==> config.mk <==
export PLATFORM = sky130hd
export DESIGN_NAME = fcmd_decoder
export DESIGN_NICKNAME = d
export VERILOG_FILES = /design/src/rtl/fcmd_pkg.sv /design/src/rtl/fcmd_ctrl.sv /design/src/rtl/fcmd_dpath.sv /design/src/rtl/fcmd_decoder.sv
export SDC_FILE = /design/constraint.sdc
export NUM_CORES = 1
export LEC_CHECK = 0
export CAP_MARGIN = 20
export CORE_ASPECT_RATIO = 1.1
export CORE_MARGIN = 10
export CORE_UTILIZATION = 38
export CTS_CLUSTER_SIZE = 16
export DETAILED_ROUTE_END_ITERATION = 8
export PLACE_DENSITY = 0.69
export SETUP_SLACK_MARGIN = 0.3
export SLEW_MARGIN = 20
export SYNTH_ARGS = -nofsm -noshare
export SYNTH_HDL_FRONTEND = slang
export SYNTH_SLANG_ARGS = --single-unit
==> constraint.sdc <==
create_clock -name clk -period 2.2 [get_ports clk]
set_input_delay 0.33 -clock clk [delete_from_list [all_inputs] [get_ports clk]]
set_output_delay 0.33 -clock clk [all_outputs]
set_load 0.005 [all_outputs]
==> src/rtl/fcmd_pkg.sv <==
package fcmd_pkg;

  localparam int CMD_AW = 15;
  localparam logic [CMD_AW-1:0] ADR_FIRST  = 15'h5555;
  localparam logic [CMD_AW-1:0] ADR_SECOND = 15'h2AAA;

  localparam logic [7:0] KEY_FIRST  = 8'hAA;
  localparam logic [7:0] KEY_SECOND = 8'h55;
  localparam logic [7:0] CODE_RESET = 8'hF0;
  localparam logic [7:0] CODE_IDENT = 8'h90;
  localparam logic [7:0] CODE_PROG  = 8'hA0;
  localparam logic [7:0] CODE_ERSU  = 8'h80;
  localparam logic [7:0] CODE_CHIP  = 8'h10;
  localparam logic [7:0] CODE_SECT  = 8'h30;

  localparam logic [7:0] IDENT_MAKER = 8'h01;
  localparam logic [7:0] IDENT_PART  = 8'h20;

  typedef enum logic [3:0] {
    ST_READ, ST_C1, ST_C2, ST_PROG, ST_E0, ST_E1, ST_E2,
    ST_WIN, ST_LAUNCH, ST_BUSY
  } seqState_t;

  typedef enum logic [1:0] {
    OP_NONE = 2'd0, OP_PROG = 2'd1, OP_CHIP = 2'd2, OP_SECT = 2'd3
  } engOp_t;

  typedef enum logic [1:0] {
    RD_ARRAY = 2'd0, RD_IDENT = 2'd1, RD_STATUS = 2'd2
  } rdMode_t;

  typedef struct packed {
    logic    capProg;
    logic    sectAdd;
    logic    maskClear;
    logic    chipLoad;
    logic    winRun;
    rdMode_t rdMode;
    logic    eraseRun;
    logic    progPoll;
  } dpCtl_t;

endpackage

==> src/rtl/fcmd_ctrl.sv <==
module fcmd_ctrl
  import fcmd_pkg::*;
(
  input  logic              clk,
  input  logic              rstN,
  input  logic              busWrEn,
  input  logic [CMD_AW-1:0] cmdAddr,
  input  logic [7:0]        busWrData,
  input  logic              sectProt,
  input  logic              allProt,
  input  logic              maskEmpty,
  input  logic              winExpired,
  input  logic              engBusy,
  output dpCtl_t            dpCtl,
  output logic              engStart,
  output engOp_t            engOp
);

  seqState_t state, stateNxt;
  engOp_t    opReg, opNxt;
  logic      identMode, identNxt;

  logic isKeyA, isKeyB, atCmdAddr, statusPhase;

  assign atCmdAddr = (cmdAddr == ADR_FIRST);
  assign isKeyA    = atCmdAddr && (busWrData == KEY_FIRST);
  assign isKeyB    = (cmdAddr == ADR_SECOND) && (busWrData == KEY_SECOND);
  assign statusPhase = (state == ST_WIN) || (state == ST_LAUNCH) || (state == ST_BUSY);

  always_comb begin
    stateNxt = state;
    opNxt    = opReg;
    identNxt = identMode;
    dpCtl    = '0;
    dpCtl.winRun = (state == ST_WIN);
    unique case (state)
      ST_READ: if (busWrEn && isKeyA) stateNxt = ST_C1;
      ST_C1:   if (busWrEn) stateNxt = isKeyB ? ST_C2 : ST_READ;
      ST_C2: if (busWrEn) begin
        stateNxt = ST_READ;
        if (atCmdAddr) begin
          unique case (busWrData)
            CODE_RESET: identNxt = 1'b0;
            CODE_IDENT: identNxt = 1'b1;
            CODE_PROG:  stateNxt = ST_PROG;
            CODE_ERSU: begin
              stateNxt        = ST_E0;
              dpCtl.maskClear = 1'b1;
            end
            default: stateNxt = ST_READ;
          endcase
        end
      end
      ST_PROG: if (busWrEn) begin
        if (sectProt) stateNxt = ST_READ;
        else begin
          dpCtl.capProg = 1'b1;
          opNxt         = OP_PROG;
          stateNxt      = ST_LAUNCH;
        end
      end
      ST_E0: if (busWrEn) stateNxt = isKeyA ? ST_E1 : ST_READ;
      ST_E1: if (busWrEn) stateNxt = isKeyB ? ST_E2 : ST_READ;
      ST_E2: if (busWrEn) begin
        stateNxt = ST_READ;
        if (atCmdAddr && busWrData == CODE_CHIP) begin
          dpCtl.chipLoad = 1'b1;
          if (!allProt) begin
            opNxt    = OP_CHIP;
            stateNxt = ST_LAUNCH;
          end
        end else if (busWrData == CODE_SECT) begin
          dpCtl.sectAdd = 1'b1;
          opNxt         = OP_SECT;
          stateNxt      = ST_WIN;
        end
      end
      ST_WIN: begin
        if (busWrEn) begin
          if (busWrData == CODE_SECT) dpCtl.sectAdd = 1'b1;
          else begin
            dpCtl.maskClear = 1'b1;
            stateNxt        = ST_READ;
          end
        end else if (winExpired) begin
          stateNxt = maskEmpty ? ST_READ : ST_LAUNCH;
        end
      end
      ST_LAUNCH: stateNxt = ST_BUSY;
      ST_BUSY:   if (!engBusy) stateNxt = ST_READ;
      default:   stateNxt = ST_READ;
    endcase

    if (statusPhase)    dpCtl.rdMode = RD_STATUS;
    else if (identMode) dpCtl.rdMode = RD_IDENT;
    else                dpCtl.rdMode = RD_ARRAY;
    dpCtl.eraseRun = ((state == ST_LAUNCH) || (state == ST_BUSY)) && (opReg != OP_PROG);
    dpCtl.progPoll = (opReg == OP_PROG);
  end

  always_ff @(posedge clk or negedge rstN) begin
    if (!rstN) begin
      state     <= ST_READ;
      opReg     <= OP_NONE;
      identMode <= 1'b0;
    end else begin
      state     <= stateNxt;
      opReg     <= opNxt;
      identMode <= identNxt;
    end
  end

  assign engStart = (state == ST_LAUNCH);
  assign engOp    = opReg;


  start_pulse_chk: assert property (@(posedge clk) disable iff (!rstN)
    engStart |=> !engStart);


  win_abort_chk: assert property (@(posedge clk) disable iff (!rstN)
    (state == ST_WIN) && busWrEn && (busWrData != CODE_SECT) |=> (state == ST_READ) && !engStart);


  busy_ignore_chk: assert property (@(posedge clk) disable iff (!rstN)
    (state == ST_BUSY) && busWrEn |=> (state == ST_BUSY) || (state == ST_READ));

endmodule

==> src/rtl/fcmd_dpath.sv <==
module fcmd_dpath
  import fcmd_pkg::*;
#(
  parameter int ADDR_W     = 17,
  parameter int SECT_W     = 3,
  parameter int WIN_CYCLES = 4000
) (
  input  logic                  clk,
  input  logic                  rstN,
  input  dpCtl_t                ctl,
  input  logic [ADDR_W-1:0]     busAddr,
  input  logic [7:0]            busWrData,
  input  logic                  busRdEn,
  input  logic [7:0]            arrRdData,
  input  logic [(1<<SECT_W)-1:0] protMask,
  output logic                  sectProt,
  output logic                  allProt,
  output logic                  maskEmpty,
  output logic                  winExpired,
  output logic [7:0]            rdData,
  output logic [ADDR_W-1:0]     engAddr,
  output logic [7:0]            engData,
  output logic [(1<<SECT_W)-1:0] engSectMask
);

  localparam int NUM_SECT = 1 << SECT_W;
  localparam int CNT_W    = $clog2(WIN_CYCLES + 1);
  localparam logic [CNT_W-1:0] CNT_LAST = CNT_W'(WIN_CYCLES - 1);

  logic [SECT_W-1:0]   sectIdx;
  logic [NUM_SECT-1:0] sectMask, maskNxt;
  logic [CNT_W-1:0]    winCnt;
  logic [ADDR_W-1:0]   progAddr;
  logic [7:0]          progData;
  logic                togBit;

  assign sectIdx   = busAddr[ADDR_W-1 -: SECT_W];
  assign sectProt  = protMask[sectIdx];
  assign allProt   = &protMask;
  assign maskEmpty = (sectMask == '0);

  for (genvar s = 0; s < NUM_SECT; s++) begin : g_sect
    assign maskNxt[s] = ctl.maskClear ? 1'b0 :
                        ctl.chipLoad  ? ~protMask[s] :
                        (ctl.sectAdd && sectIdx == SECT_W'(s) && !protMask[s]) ? 1'b1 :
                        sectMask[s];
  end

  always_ff @(posedge clk or negedge rstN) begin
    if (!rstN) begin
      sectMask <= '0;
      winCnt   <= '0;
      progAddr <= '0;
      progData <= '0;
      togBit   <= 1'b0;
    end else begin
      sectMask <= maskNxt;
      if (ctl.sectAdd)                        winCnt <= '0;
      else if (ctl.winRun && winCnt != CNT_LAST) winCnt <= winCnt + 1'b1;
      if (ctl.capProg) begin
        progAddr <= busAddr;
        progData <= busWrData;
      end
      if (busRdEn && ctl.rdMode == RD_STATUS) togBit <= ~togBit;
    end
  end

  assign winExpired = ctl.winRun && !ctl.sectAdd && (winCnt == CNT_LAST);

  always_comb begin
    unique case (ctl.rdMode)
      RD_STATUS: rdData = {ctl.progPoll & ~progData[7], togBit, 2'b00, ctl.eraseRun, 3'b000};
      RD_IDENT: begin
        unique case (busAddr[1:0])
          2'd0:    rdData = IDENT_MAKER;
          2'd1:    rdData = IDENT_PART;
          2'd2:    rdData = {7'b0, sectProt};
          default: rdData = 8'h00;
        endcase
      end
      default:   rdData = arrRdData;
    endcase
  end

  assign engAddr     = progAddr;
  assign engData     = progData;
  assign engSectMask = sectMask;


  win_bound_chk: assert property (@(posedge clk) disable iff (!rstN)
    winCnt <= CNT_LAST);


  prot_skip_chk: assert property (@(posedge clk) disable iff (!rstN)
    ctl.sectAdd && !ctl.maskClear && !ctl.chipLoad && sectProt |=> $stable(sectMask));

endmodule

==> src/rtl/fcmd_decoder.sv <==
module fcmd_decoder
  import fcmd_pkg::*;
#(
  parameter int ADDR_W     = 17,
  parameter int SECT_W     = 3,
  parameter int WIN_CYCLES = 4000
) (
  input  logic                   clk,
  input  logic                   rstN,
  input  logic                   busWrEn,
  input  logic                   busRdEn,
  input  logic [ADDR_W-1:0]      busAddr,
  input  logic [7:0]             busWrData,
  input  logic [7:0]             arrRdData,
  input  logic [(1<<SECT_W)-1:0] protMask,
  output logic [7:0]             rdData,
  input  logic                   engBusy,
  output logic                   engStart,
  output logic [1:0]             engOp,
  output logic [ADDR_W-1:0]      engAddr,
  output logic [7:0]             engData,
  output logic [(1<<SECT_W)-1:0] engSectMask
);

  dpCtl_t dpCtl;
  engOp_t opInt;
  logic   sectProt, allProt, maskEmpty, winExpired;

  fcmd_ctrl u_ctrl (
    .clk        (clk),
    .rstN       (rstN),
    .busWrEn    (busWrEn),
    .cmdAddr    (busAddr[CMD_AW-1:0]),
    .busWrData  (busWrData),
    .sectProt   (sectProt),
    .allProt    (allProt),
    .maskEmpty  (maskEmpty),
    .winExpired (winExpired),
    .engBusy    (engBusy),
    .dpCtl      (dpCtl),
    .engStart   (engStart),
    .engOp      (opInt)
  );

  fcmd_dpath #(
    .ADDR_W     (ADDR_W),
    .SECT_W     (SECT_W),
    .WIN_CYCLES (WIN_CYCLES)
  ) u_dpath (
    .clk         (clk),
    .rstN        (rstN),
    .ctl         (dpCtl),
    .busAddr     (busAddr),
    .busWrData   (busWrData),
    .busRdEn     (busRdEn),
    .arrRdData   (arrRdData),
    .protMask    (protMask),
    .sectProt    (sectProt),
    .allProt     (allProt),
    .maskEmpty   (maskEmpty),
    .winExpired  (winExpired),
    .rdData      (rdData),
    .engAddr     (engAddr),
    .engData     (engData),
    .engSectMask (engSectMask)
  );

  assign engOp = opInt;


  prog_prot_chk: assert property (@(posedge clk) disable iff (!rstN)
    engStart && (engOp == 2'd1) |-> !protMask[engAddr[ADDR_W-1 -: SECT_W]]);


  sect_nonempty_chk: assert property (@(posedge clk) disable iff (!rstN)
    engStart && (engOp == 2'd3) |-> (engSectMask != '0));


  busy_nostart_chk: assert property (@(posedge clk) disable iff (!rstN)
    engBusy |=> !engStart);

endmodule

; After elaboration in Yosys (flattened, before gate mapping)
; Cells that the tools add are included.
[classes]
reduce_logical = 56
eq_ne = 47
muxes = 78
bitwise_logic = 11
addsub = 1
magnitude_cmp = 1
[ops]
columns = op, count
row1 = 4-bit two-way mux, 16
row2 = 8-bit == test (second input constant), 5
row3 = 4-bit case mux with 10 select lines, 1
row4 = 1-bit two-way mux, 39
row5 = 1-bit logical AND, 25
row6 = 12-bit two-way mux, 2
row7 = 3-bit nonzero test, 8
row8 = 2-bit two-way mux, 9
row9 = 6-bit case mux with 3 select lines, 1
row10 = 4-bit by 3-bit == test with 1-bit output (second input constant), 4
row11 = 2-bit inequality test (second input constant), 8
row12 = 8-bit case mux with 2 select lines, 1
row13 = 15-bit by 14-bit == test with 1-bit output (second input constant), 1
row14 = 15-bit == test (second input constant), 1
row15 = 12-bit by 1-bit adder with 12-bit output (second input constant), 1
row16 = 12-bit == test (second input constant), 1
row17 = 3-bit == test (second input constant), 4
row18 = 12-bit inequality test (second input constant), 1
row19 = 1-bit inverter, 10
row20 = 10-bit AND reduction, 1
row21 = 1-bit logical NOT, 9
row22 = 3-bit two-way mux, 3
row23 = 3-bit inequality test (second input constant), 3
row24 = 4-bit by 2-bit == test with 1-bit output (second input constant), 2
row25 = 26 further kinds, 38
[word_totals]
register_bits = 53
out_inout_bits = 44
word_cells = 209
in_bits = 46

; Logic depth before layout (Yosys ltp)
; Gate-level depths: netlist of run 1.
[depth]
depth_word = 11
ltp_mapped = 7
ltp_nobuf = 6

; Hierarchy
; From an unflattened synthesis of run 1, not the netlist that was laid out.
[hier_totals]
hier_cells = 309
area_unflattened_um2 = 3104.2
[modules_own_cells]
columns = mod, cells_each, seq_area_each_um2, instances, area_each_um2
row1 = fcmd_dpath, 202, 1151.1, 1, 2214.6
row2 = fcmd_ctrl, 107, 175.2, 1, 889.6

; Least setup slack after synthesis of run 1
; Ideal clock, no wire load.
[synth_timing]
kind = input port to flip-flop
from = input port busAddr[15]
to = register u_dpath.progAddr[14], in the netlist u_dpath.engAddr[14]
path_buffers = 2
slack_ps = -134
setup_time_ps = 125
arrival_time_ps = 2208
path_stages = 6
required_ps = 2075
cell_sequence = buf_6 -> mux4_2 -> mux2_2 -> nor4b_4 -> buf_6 -> mux2_4
[synth_via]
elab_chain_cells = 5
[synth_lines]
columns = item, line_no
row1 = start: declaration, fcmd_decoder.sv:12  ; input logic [ADDR_W-1:0] busAddr,
row2 = 1-bit binary-select mux with 3-bit select, fcmd_dpath.sv:38  ; assign sectProt = protMask[sectIdx];
row3 = 1-bit two-way mux (implied by the code), fcmd_dpath.sv:38
row4 = 1-bit two-way mux, fcmd_ctrl.sv:55  ; if (sectProt) stateNxt = ST_READ;
row5 = 1-bit two-way mux, fcmd_ctrl.sv:54  ; ST_PROG: if (busWrEn) begin
row6 = 1-bit two-way mux, fcmd_ctrl.sv:36  ; unique case (state)
row7 = end signal: assignment, fcmd_dpath.sv:61  ; progAddr <= busAddr;
row8 = end: declaration, fcmd_dpath.sv:33  ; logic [ADDR_W-1:0] progAddr;
; No other way between the ends. The select of a mux whose other input is x is not followed.
; A chain may end at the register's enable or synchronous reset.

; Worst setup path in the final report of run 1
[layout_timing]
from = input port protMask[6]
to = register u_dpath.progAddr[1], in the netlist u_dpath.engAddr[1]
[layout_via]
elab_chain_cells = 5
[layout_lines]
columns = item, line_no
row1 = start: declaration, fcmd_decoder.sv:15  ; input logic [(1<<SECT_W)-1:0] protMask,
row2 = 1-bit binary-select mux with 3-bit select, fcmd_dpath.sv:38
row3 = 1-bit two-way mux (implied by the code), fcmd_dpath.sv:38
row4 = 1-bit two-way mux, fcmd_ctrl.sv:55
row5 = 1-bit two-way mux, fcmd_ctrl.sv:54
row6 = 1-bit two-way mux, fcmd_ctrl.sv:36
; No other way between the ends. The select of a mux whose other input is x is not followed.

==> metrics.yaml, run 1 <==
clk_pin_slew_ns: 0.10
viasPerCell: 5.538
num_antenna_cells: 0
synthArstFlopShare_pct: 100.0
io_pins: 90
clock_path_buffers: 2
drtAntennaViolNets: 0
vdd_drop_max_uv: 304.0
synth_area_sq_um: 3048
critPathKind: "in -> reg"
fmax_mhz: 474.8
gp_congestion: 0.8759
wl_per_cell_microns: 20.04
vias: 3234
port_buffers: 89
status: "completed"
grt_pass1_wl_microns: 18240
critPathRequiredTime_ns: 2.39
cp_max_fo: 6
drive_gt1_share_pct: 41.81
die_w_microns: 105.4
final_util_pct: 67.03
yosys_warnings: 0
pwr-share-clk_pct: 32.2
die-area_sq_um: 12010
relSlewSlack_pct: 59.98
hold_buffers: 0
dp_cells: 548
leakagePower_nw: 2.410
layout.nets: 522
area.growth.synth_to_final_pct: 73.07
drt_iter0_markers: 143
skew_ns: 0.01323
drcViolationCount: 0
end_kind: "flip-flop"
power_density_nw_per_um2: 412.3
grt_max_degree: 31
dp_hpwl_microns: 7948
numCtsBuffers: 5
layout_min_cycle_time_ns: 2.106
core_sq_um: 7870
tightest_slew_ns: 0.6003
ys.flop_type: "dfrtp_1"
htreeDepth: 2
syn_inst: 300
slew_viol_final: 0
syn_area_per_cell_sq_um: 10.16
hold_path.class: "in -> async"
synth_cell_type_count: 53
internal_power_mw: 1.600
rsz0062_at_grt: "true"
clockRootBuffer: "clkbuf_8"
power_frac_seq_pct: 45.7
sw_frac_of_total_pct: 26.42
dp_slack_ns: -0.6740
synth-edff-count: 0
final.setup.tns_ns: 0
final_cell_mix: "buf_4, dfrtp_1, clkdlybuf4s50_1"
layout_setup_ws_ns: 0.09395
rows: 34
hold_violations: 0
die-height_microns: 113.9
synth_nets: 347
first_pass_iters: 5
n_fill_cell: 571
cts_tree: "done"
grt-ovfl-total: 0
ys_ff_latch: 53
antenna_found_initial: 0
cts.sinks: 53
wl_microns: 11710
instances_no_fill: 584
post-route-period-util_pct: 95.73
grt_pass1_vias: 3428
grt_util_all_layers_pct: 18.64
worstSetupStartpointType: "input port"
final_common_cell: "buf_4"
clock_latency_ns: 0.31
net-switching-power_mw: 0.5746
setup_viol: 0
yosysSeqAreaShare_pct: 43.51
initial_core_util_pct: 38.73
cp_data_arrival_time_ns: 2.30
drv_cap: 0
power_frac_comb_pct: 22.1
==> sequential cells by signal (all words and copies together) (netlist names) <==
register / cells
u_ctrl.identMode: 1
u_dpath.togBit: 1
u_dpath.engData: 8
u_ctrl.state: 4
u_dpath.engSectMask: 8
u_dpath.engAddr: 17
u_dpath.winCnt: 12
u_ctrl.engOp: 2
==> cell type report <==
class	count	area (sq um)	area share, %
clock inverters	1	30.03	0.5693
flip-flops and latches	53	1326	25.14
clock buffers	7	86.33	1.637
repair buffers	185	1695	32.14
inverters	13	48.80	0.9250
well taps	108	135.1	2.562
multi-input cells	217	1953	37.03
==> path summary, 6_finish.rpt <==
path                                  from                      to  slack (ns)  depth (start not counted)
setup / recovery               protMask[6]      u_dpath.engAddr[1]        0.09                          9
hold reg to reg             u_dpath.togBit          u_dpath.togBit        0.51                          1
hold / removal                        rstN      u_dpath.engAddr[2]        0.02                          1
setup reg to reg           u_ctrl.state[3]  u_dpath.engSectMask[4]        0.13                          7
max in group asynchronous             rstN  u_dpath.engSectMask[5]        1.61                          2
min in group clk               protMask[0]  u_dpath.engSectMask[0]        0.31                          3
==> stage by stage <==
stage / hold slack (ns) / total power, mW / cell area, sq um
floorplan: 0.03441 / 1.147 / 3120
global placement: 0.3592 / 1.381 / 4573
detailed placement: 0.3627 / 1.391 / 4573
CTS: 0.02893 / 2.131 / 5119
global route: 0.04666 / 2.253 / 5275
finish: 0.01802 / 2.175 / 5275
==> critical path, cell delays in order <==
cell and delay [ns]:
buf_2 0.12, mux4_2 0.46, mux2_4 0.29, buf_6 0.13, nor4b_4 0.24, buf_4 0.20, buf_12 0.11, buf_12 0.12
mux2_4 0.30
==> kinds of logic (layout without fill, tap and decap cells) <==
logic type | after synthesis | in the layout | synth area share (%)
AND/OR/NAND/NOR | 124 | 124 | 24.43
buffers and inverters | 30 | 206 | 4.434
XOR/XNOR | 10 | 10 | 2.874
AO/OA/AOI/OAI | 52 | 52 | 11.49
adder cells (fa/ha/maj) | 1 | 1 | 0.4104
multiplexers | 30 | 30 | 12.85
flip-flops | 53 | 53 | 43.51
==> synthesized netlist by cell type, types with 3 or more instances <==
master / instances / area, sq um
nand4_1: 15 / 93.84
and2_1: 4 / 25.02
a21oi_1: 13 / 65.06
nand4b_1: 3 / 26.28
o21ai_0: 9 / 45.04
nor4bb_1: 9 / 90.09
nand3_1: 8 / 40.04
mux2_2: 7 / 78.83
o211ai_1: 4 / 30.03
a31oi_1: 4 / 25.02
nor3_1: 13 / 65.06
or3_1: 3 / 18.77
nor4_1: 8 / 50.05
nor2_1: 26 / 97.59
mux2_1: 10 / 112.6
a21o_1: 6 / 45.04
nand2_1: 11 / 41.29
buf_6: 3 / 33.78
nor3b_1: 3 / 22.52
o2bb2ai_1: 3 / 26.28
xnor2_1: 9 / 78.83
inv_1: 13 / 48.80
dfrtp_1: 53 / 1326
nand2b_1: 7 / 43.79
mux2_4: 9 / 135.1
clkbuf_1: 13 / 48.80
==> routing by layer <==
| layer | vias to the layer above | global-route usage (%) | wire length (microns) |
|---|---|---|---|
| met5 | - | 0 | 0 |
| met4 | 0 | 6.502 | 484 |
| met3 | 45 | 4.061 | 681 |
| met2 | 141 | 35.16 | 6243 |
| met1 | 1581 | 19.92 | 4297 |
| li1 | 1467 | - | - |
==> power by group through the flow <==
stage	combinational, mW	sequential (mW)	clock, mW
finish	0.481	0.993	0.701
floorplan	0.139	1.01	0
global placement	0.369	1.01	0
detailed placement	0.377	1.01	0
CTS	0.435	0.992	0.703
global route	0.511	0.995	0.747
==> timing repair <==
item                                   4_1_cts  5_1_grt
endpoints found under the hold margin        0        0
buffers inserted                            19        4
setup endpoints to repair                   61       49
gates cloned                                 4        1
pin swaps                                   32       13
resized for setup                          163       25
Power figures use the tool's default switching activity.
==> run 2, diff against run 1 <==
--- a/config.mk
+++ b/config.mk
@@ -8,10 +8,10 @@
 export CAP_MARGIN = 20
 export CORE_ASPECT_RATIO = 1.1
 export CORE_MARGIN = 10
-export CORE_UTILIZATION = 38
+export CORE_UTILIZATION = 45
 export CTS_CLUSTER_SIZE = 16
 export DETAILED_ROUTE_END_ITERATION = 8
-export PLACE_DENSITY = 0.69
+export PLACE_DENSITY = 0.79
 export SETUP_SLACK_MARGIN = 0.3
 export SLEW_MARGIN = 20
 export SYNTH_ARGS = -nofsm -noshare
==> metrics.yaml, run 2 (same netlist as run 1, synthesis figures left out) <==
grt_pass1_wl_microns: 19440
cp_max_fo: 5
final_util_pct: 82.26
rows: 31
cts_tree: "done"
n_fill_cell: 367
grt_max_degree: 32
clockRootBuffer: "clkbuf_8"
end_kind: "flip-flop"
final_common_cell: "buf_4"
grt_pass1_vias: 3612
seq_area_sq_um: 1326
setup_viol: 0
hold-worst-slack_ns: -0.01726
multiInputGateArea_sq_um: 2009
clk_pin_slew_ns: 0.10
wl_microns: 13390
die-area_sq_um: 10470
fmax_mhz: 468.0
cts.sinks: 53
status: "complete, but fails checks"
layout.nets: 538
drcViolationCount: 0
drt_iter0_markers: 270
drv_cap: 0
viasPerCell: 6.087
route.met3.wl_microns: 702
drive_gt1_share_pct: 44.72
vdd_drop_max_uv: 461.8
gp_congestion: 0.8774
hold_buffers: 0
rsz0062_at_grt: "true"
first_pass_iters: 5
hold_violations: 22
design_area_sq_um: 5424
core_sq_um: 6594
wl_per_cell_microns: 23.29
numCtsBuffers: 5
postPlaceCellArea_sq_um: 4586
route.met2.wl_microns: 7182
die-height_microns: 106.3
initial_core_util_pct: 46.22
vias: 3500
tightest_slew_ns: 0.5882
grt_util_all_layers_pct: 22.56
critPathKind: "in -> reg"
violations: "negative hold slack"
htreeDepth: 2
hold_path.class: "in -> async"
worstSetupStartpointType: "input port"
final_cell_mix: "buf_4, dfrtp_1, clkdlybuf4s50_1"
dp_hpwl_microns: 8100
dp_cells: 528
layout_min_cycle_time_ns: 2.137
clock_path_buffers: 2
leakagePower_nw: 2.528
power_density_nw_per_um2: 388.0
drtAntennaViolNets: 0
instances_no_fill: 575
top_layer_used: "met4"
io_pins: 90
cp_data_arrival_time_ns: 2.36
antenna_found_initial: 1
port_buffers: 89
m1WireLength_microns: 4687
grt-ovfl-total: 0
largest_register_ffs: 17
clock_latency_ns: 0.33
die_w_microns: 98.47
skew_ns: 0.01251
critPathRequiredTime_ns: 2.43
area.growth.synth_to_final_pct: 77.96
relSlewSlack_pct: 60.79
post-route-period-util_pct: 97.12
slew_viol_final: 0
## run 2: timing repair
item | in CTS | in global routing
buffers inserted | 19 | 15
pin swaps | 28 | 30
endpoints found under the setup margin | 61 | 58
gates cloned | 4 | 0
resized for setup | 165 | 45
## run 2: per-stage QoR
step | power (mW) | worst slack (ns) | TNS (ns)
6_report | 2.104 | 0.06338 | 0
5_1_grt | 2.167 | 0.05264 | 0
4_1_cts | 2.004 | 0.07705 | 0
3_5_place_dp | 1.397 | -0.6372 | -20.43
3_3_place_gp | 1.391 | -0.6073 | -17.78
2_1_floorplan | 1.147 | -0.1149 | -2.136
## run 2: metal layers
layer,track usage [%],vias up
li1,-,1505
met1,23.61,1718
met2,41.94,189
met3,3.886,88
met4,11.78,0
met5,0,-
## run 2: final timing paths
| kind | start | endpoint | slack, ns | cells past startpoint |
|---|---|---|---|---|
| worst max-delay path | busAddr[15] | u_dpath.engAddr[11] | 0.06 | 10 |
| worst min-delay path | rstN | u_dpath.engAddr[10] | -0.02 | 1 |
| worst max register to register | u_dpath.winCnt[5] | u_ctrl.state[1] | 0.14 | 7 |
| worst min register to register | u_dpath.engSectMask[5] | u_dpath.engSectMask[5] | 0.52 | 1 |
| max in group asynchronous | rstN | u_dpath.engSectMask[4] | 1.64 | 2 |
| min in group clk | busAddr[15] | u_dpath.engAddr[15] | 0.25 | 2 |
## run 2: critical path: stages
cell and delay (ns):
buf_12 0.09, mux4_2 0.51, mux2_4 0.30, buf_6 0.12, nor4b_4 0.24, buf_6 0.16
buf_12 0.11, buf_12 0.09, buf_16 0.11, mux2_4 0.30
## run 2: area by class of cell
class / instances / area share (%)
antenna: 1 / 0.04614
clock buffer: 6 / 1.338
tap: 82 / 1.892
inverter: 13 / 0.8997
timing repair buffer: 201 / 34.07
clock inverter: 2 / 0.2537
sequential: 53 / 24.45
multi-input combinational: 217 / 37.05
## run 2: report_power, final
group          internal (mW)  total [mW]  switching [mW]
Clock                  0.228       0.591           0.363
Combinational          0.255       0.519           0.264
Sequential             0.983       0.994          0.0117
Total                   1.47        2.10           0.638
==> run 3, diff against run 2 <==
--- a/config.mk
+++ b/config.mk
@@ -9,6 +9,7 @@
 export CORE_ASPECT_RATIO = 1.1
 export CORE_MARGIN = 10
 export CORE_UTILIZATION = 45
+export CTS_BUF_LIST = sky130_fd_sc_hd__clkbuf_8
 export CTS_CLUSTER_SIZE = 16
 export DETAILED_ROUTE_END_ITERATION = 8
 export PLACE_DENSITY = 0.79
==> metrics.yaml, run 3 (same netlist as run 1, synthesis figures left out) <==
grt_pass1_wl_microns: 19440
crit_end: "u_dpath.engAddr[11]"
drive_gt1_share_pct: 44.72
die_w_microns: 98.47
use_met2_pct: 41.94
final_util_pct: 82.26
final.setup.tns_ns: 0
layout_setup_ws_ns: 0.07260
largest_register_ffs: 17
seq_area_sq_um: 1326
viasPerCell: 6.075
hold_violations: 22
cp_data_arrival_time_ns: 2.35
drcViolationCount: 0
numCtsBuffers: 5
drt_iter0_markers: 273
first_pass_iters: 4
skew_ns: 0.009991
cts_tree: "done"
n_fill_cell: 367
drtAntennaViolNets: 0
end_kind: "flip-flop"
vdd_drop_max_uv: 465.1
wl_microns: 13410
worstSetupStartpointType: "input port"
io_pins: 90
grt_busiest_layer: "met2"
clockRootBuffer: "clkbuf_8"
die-area_sq_um: 10470
drv_cap: 0
power_density_nw_per_um2: 386.8
rsz0062_at_grt: "true"
port_buffers: 89
relSlewSlack_pct: 60.76
worst-r2r-setup-slack_ns: 0.13
violations: "negative hold slack"
setup_viol: 0
hold_path.class: "in -> async"
gp_congestion: 0.8774
cp_max_fo: 5
cts.sinks: 53
power_frac_comb_pct: 24.8
grt_max_degree: 32
critPathKind: "in -> reg"
multiInputGateArea_sq_um: 2009
grt_util_met3_pct: 3.886
pwr-share-clk_pct: 27.8
rows: 31
startpoint: "busAddr[15]"
dp_hpwl_microns: 8100
status: "complete, but fails checks"
reg2reg_to: "u_ctrl.state[1]"
post-route-period-util_pct: 96.70
r2r_start: "u_dpath.winCnt[5]"
rr_worst_depth: 7
hold_buffers: 0
power_frac_seq_pct: 47.4
clock_latency_ns: 0.33
wl_per_cell_microns: 23.32
htreeDepth: 2
area.growth.synth_to_final_pct: 77.96
net-switching-power_mw: 0.6366
grt_util_all_layers_pct: 22.56
leakagePower_nw: 2.532
vias: 3493
sw_frac_of_total_pct: 30.34
critPathRequiredTime_ns: 2.43
dp_slack_ns: -0.6372
initial_core_util_pct: 46.22
dp_cells: 528
internal_power_mw: 1.462
tightest_slew_ns: 0.5886
final_cell_mix: "buf_4, dfrtp_1, clkdlybuf4s50_1"
layout_min_cycle_time_ns: 2.127
clk_pin_slew_ns: 0.10
fmax_mhz: 470.1
grt-ovfl-total: 0
grtUsageMet1_pct: 23.61
layout.nets: 538
instances_no_fill: 575
die-height_microns: 106.3
grt_pass1_vias: 3611
slew_viol_final: 0
antenna_found_initial: 1
core_sq_um: 6594
final_common_cell: "buf_4"
hold-worst-slack_ns: -0.01441
clock_path_buffers: 2
[run 3: cell count changes in the layout (fill, tap and decap cells not counted), sizes merged]
cell,change
clkbuf,-1
inv,+1
[run 3: timing repair]
action,CTS,global route
setup buffers,19,15
cloned,4,0
gates resized for setup,165,45
setup endpoints to repair,61,58
pin swaps,28,30
[run 3: worst min path at each step]
stage          cells after the start  slack, ns             endpoint
2_1_floorplan                      0       0.03      u_ctrl.engOp[0]
3_3_place_gp                       1       0.34   u_dpath.engAddr[9]
3_5_place_dp                       1       0.35   u_dpath.engAddr[9]
4_1_cts                            1      0.008   u_dpath.engAddr[9]
5_1_grt                            1       0.02   u_dpath.engAddr[2]
6_report                           1      -0.01  u_dpath.engAddr[10]
[run 3: through the flow]
stage | area, sq um | total power, mW
after floorplan | 3120 | 1.147
after global placement | 4586 | 1.391
after detailed placement | 4586 | 1.397
after CTS | 5141 | 1.999
after global routing | 5424 | 2.163
final | 5424 | 2.098
[run 3: area by class of cell]
cell class	count	area share (%)
inverters	13	0.8997
flip-flops and latches	53	24.45
clock buffers	5	1.269
repair buffers	201	34.07
well taps	82	1.892
clock inverters	3	0.3230
multi-input cells	217	37.05
diodes	1	0.04614
[run 3: routing by layer]
metal  up-vias  wire length, microns
met3        81                   652
met2       173                  7211
met4         0                   767
met5         -                     0
li1       1506                     -
met1      1733                  4776
[run 3: power groups by stage]
stage,logic [mW],clock network (mW),registers [mW]
after floorplan,0.139,0,1.01
after global placement,0.383,0,1.01
after detailed placement,0.388,0,1.01
after CTS,0.436,0.573,0.990
after global routing,0.547,0.620,0.995
final,0.520,0.584,0.995
[run 3: worst max-delay path, cell delays in order]
cell and delay (ns):
buf_12 0.09, mux4_2 0.50, mux2_4 0.29, buf_6 0.12
nor4b_4 0.23, buf_6 0.16, buf_12 0.11, buf_12 0.09
buf_16 0.11, mux2_4 0.30
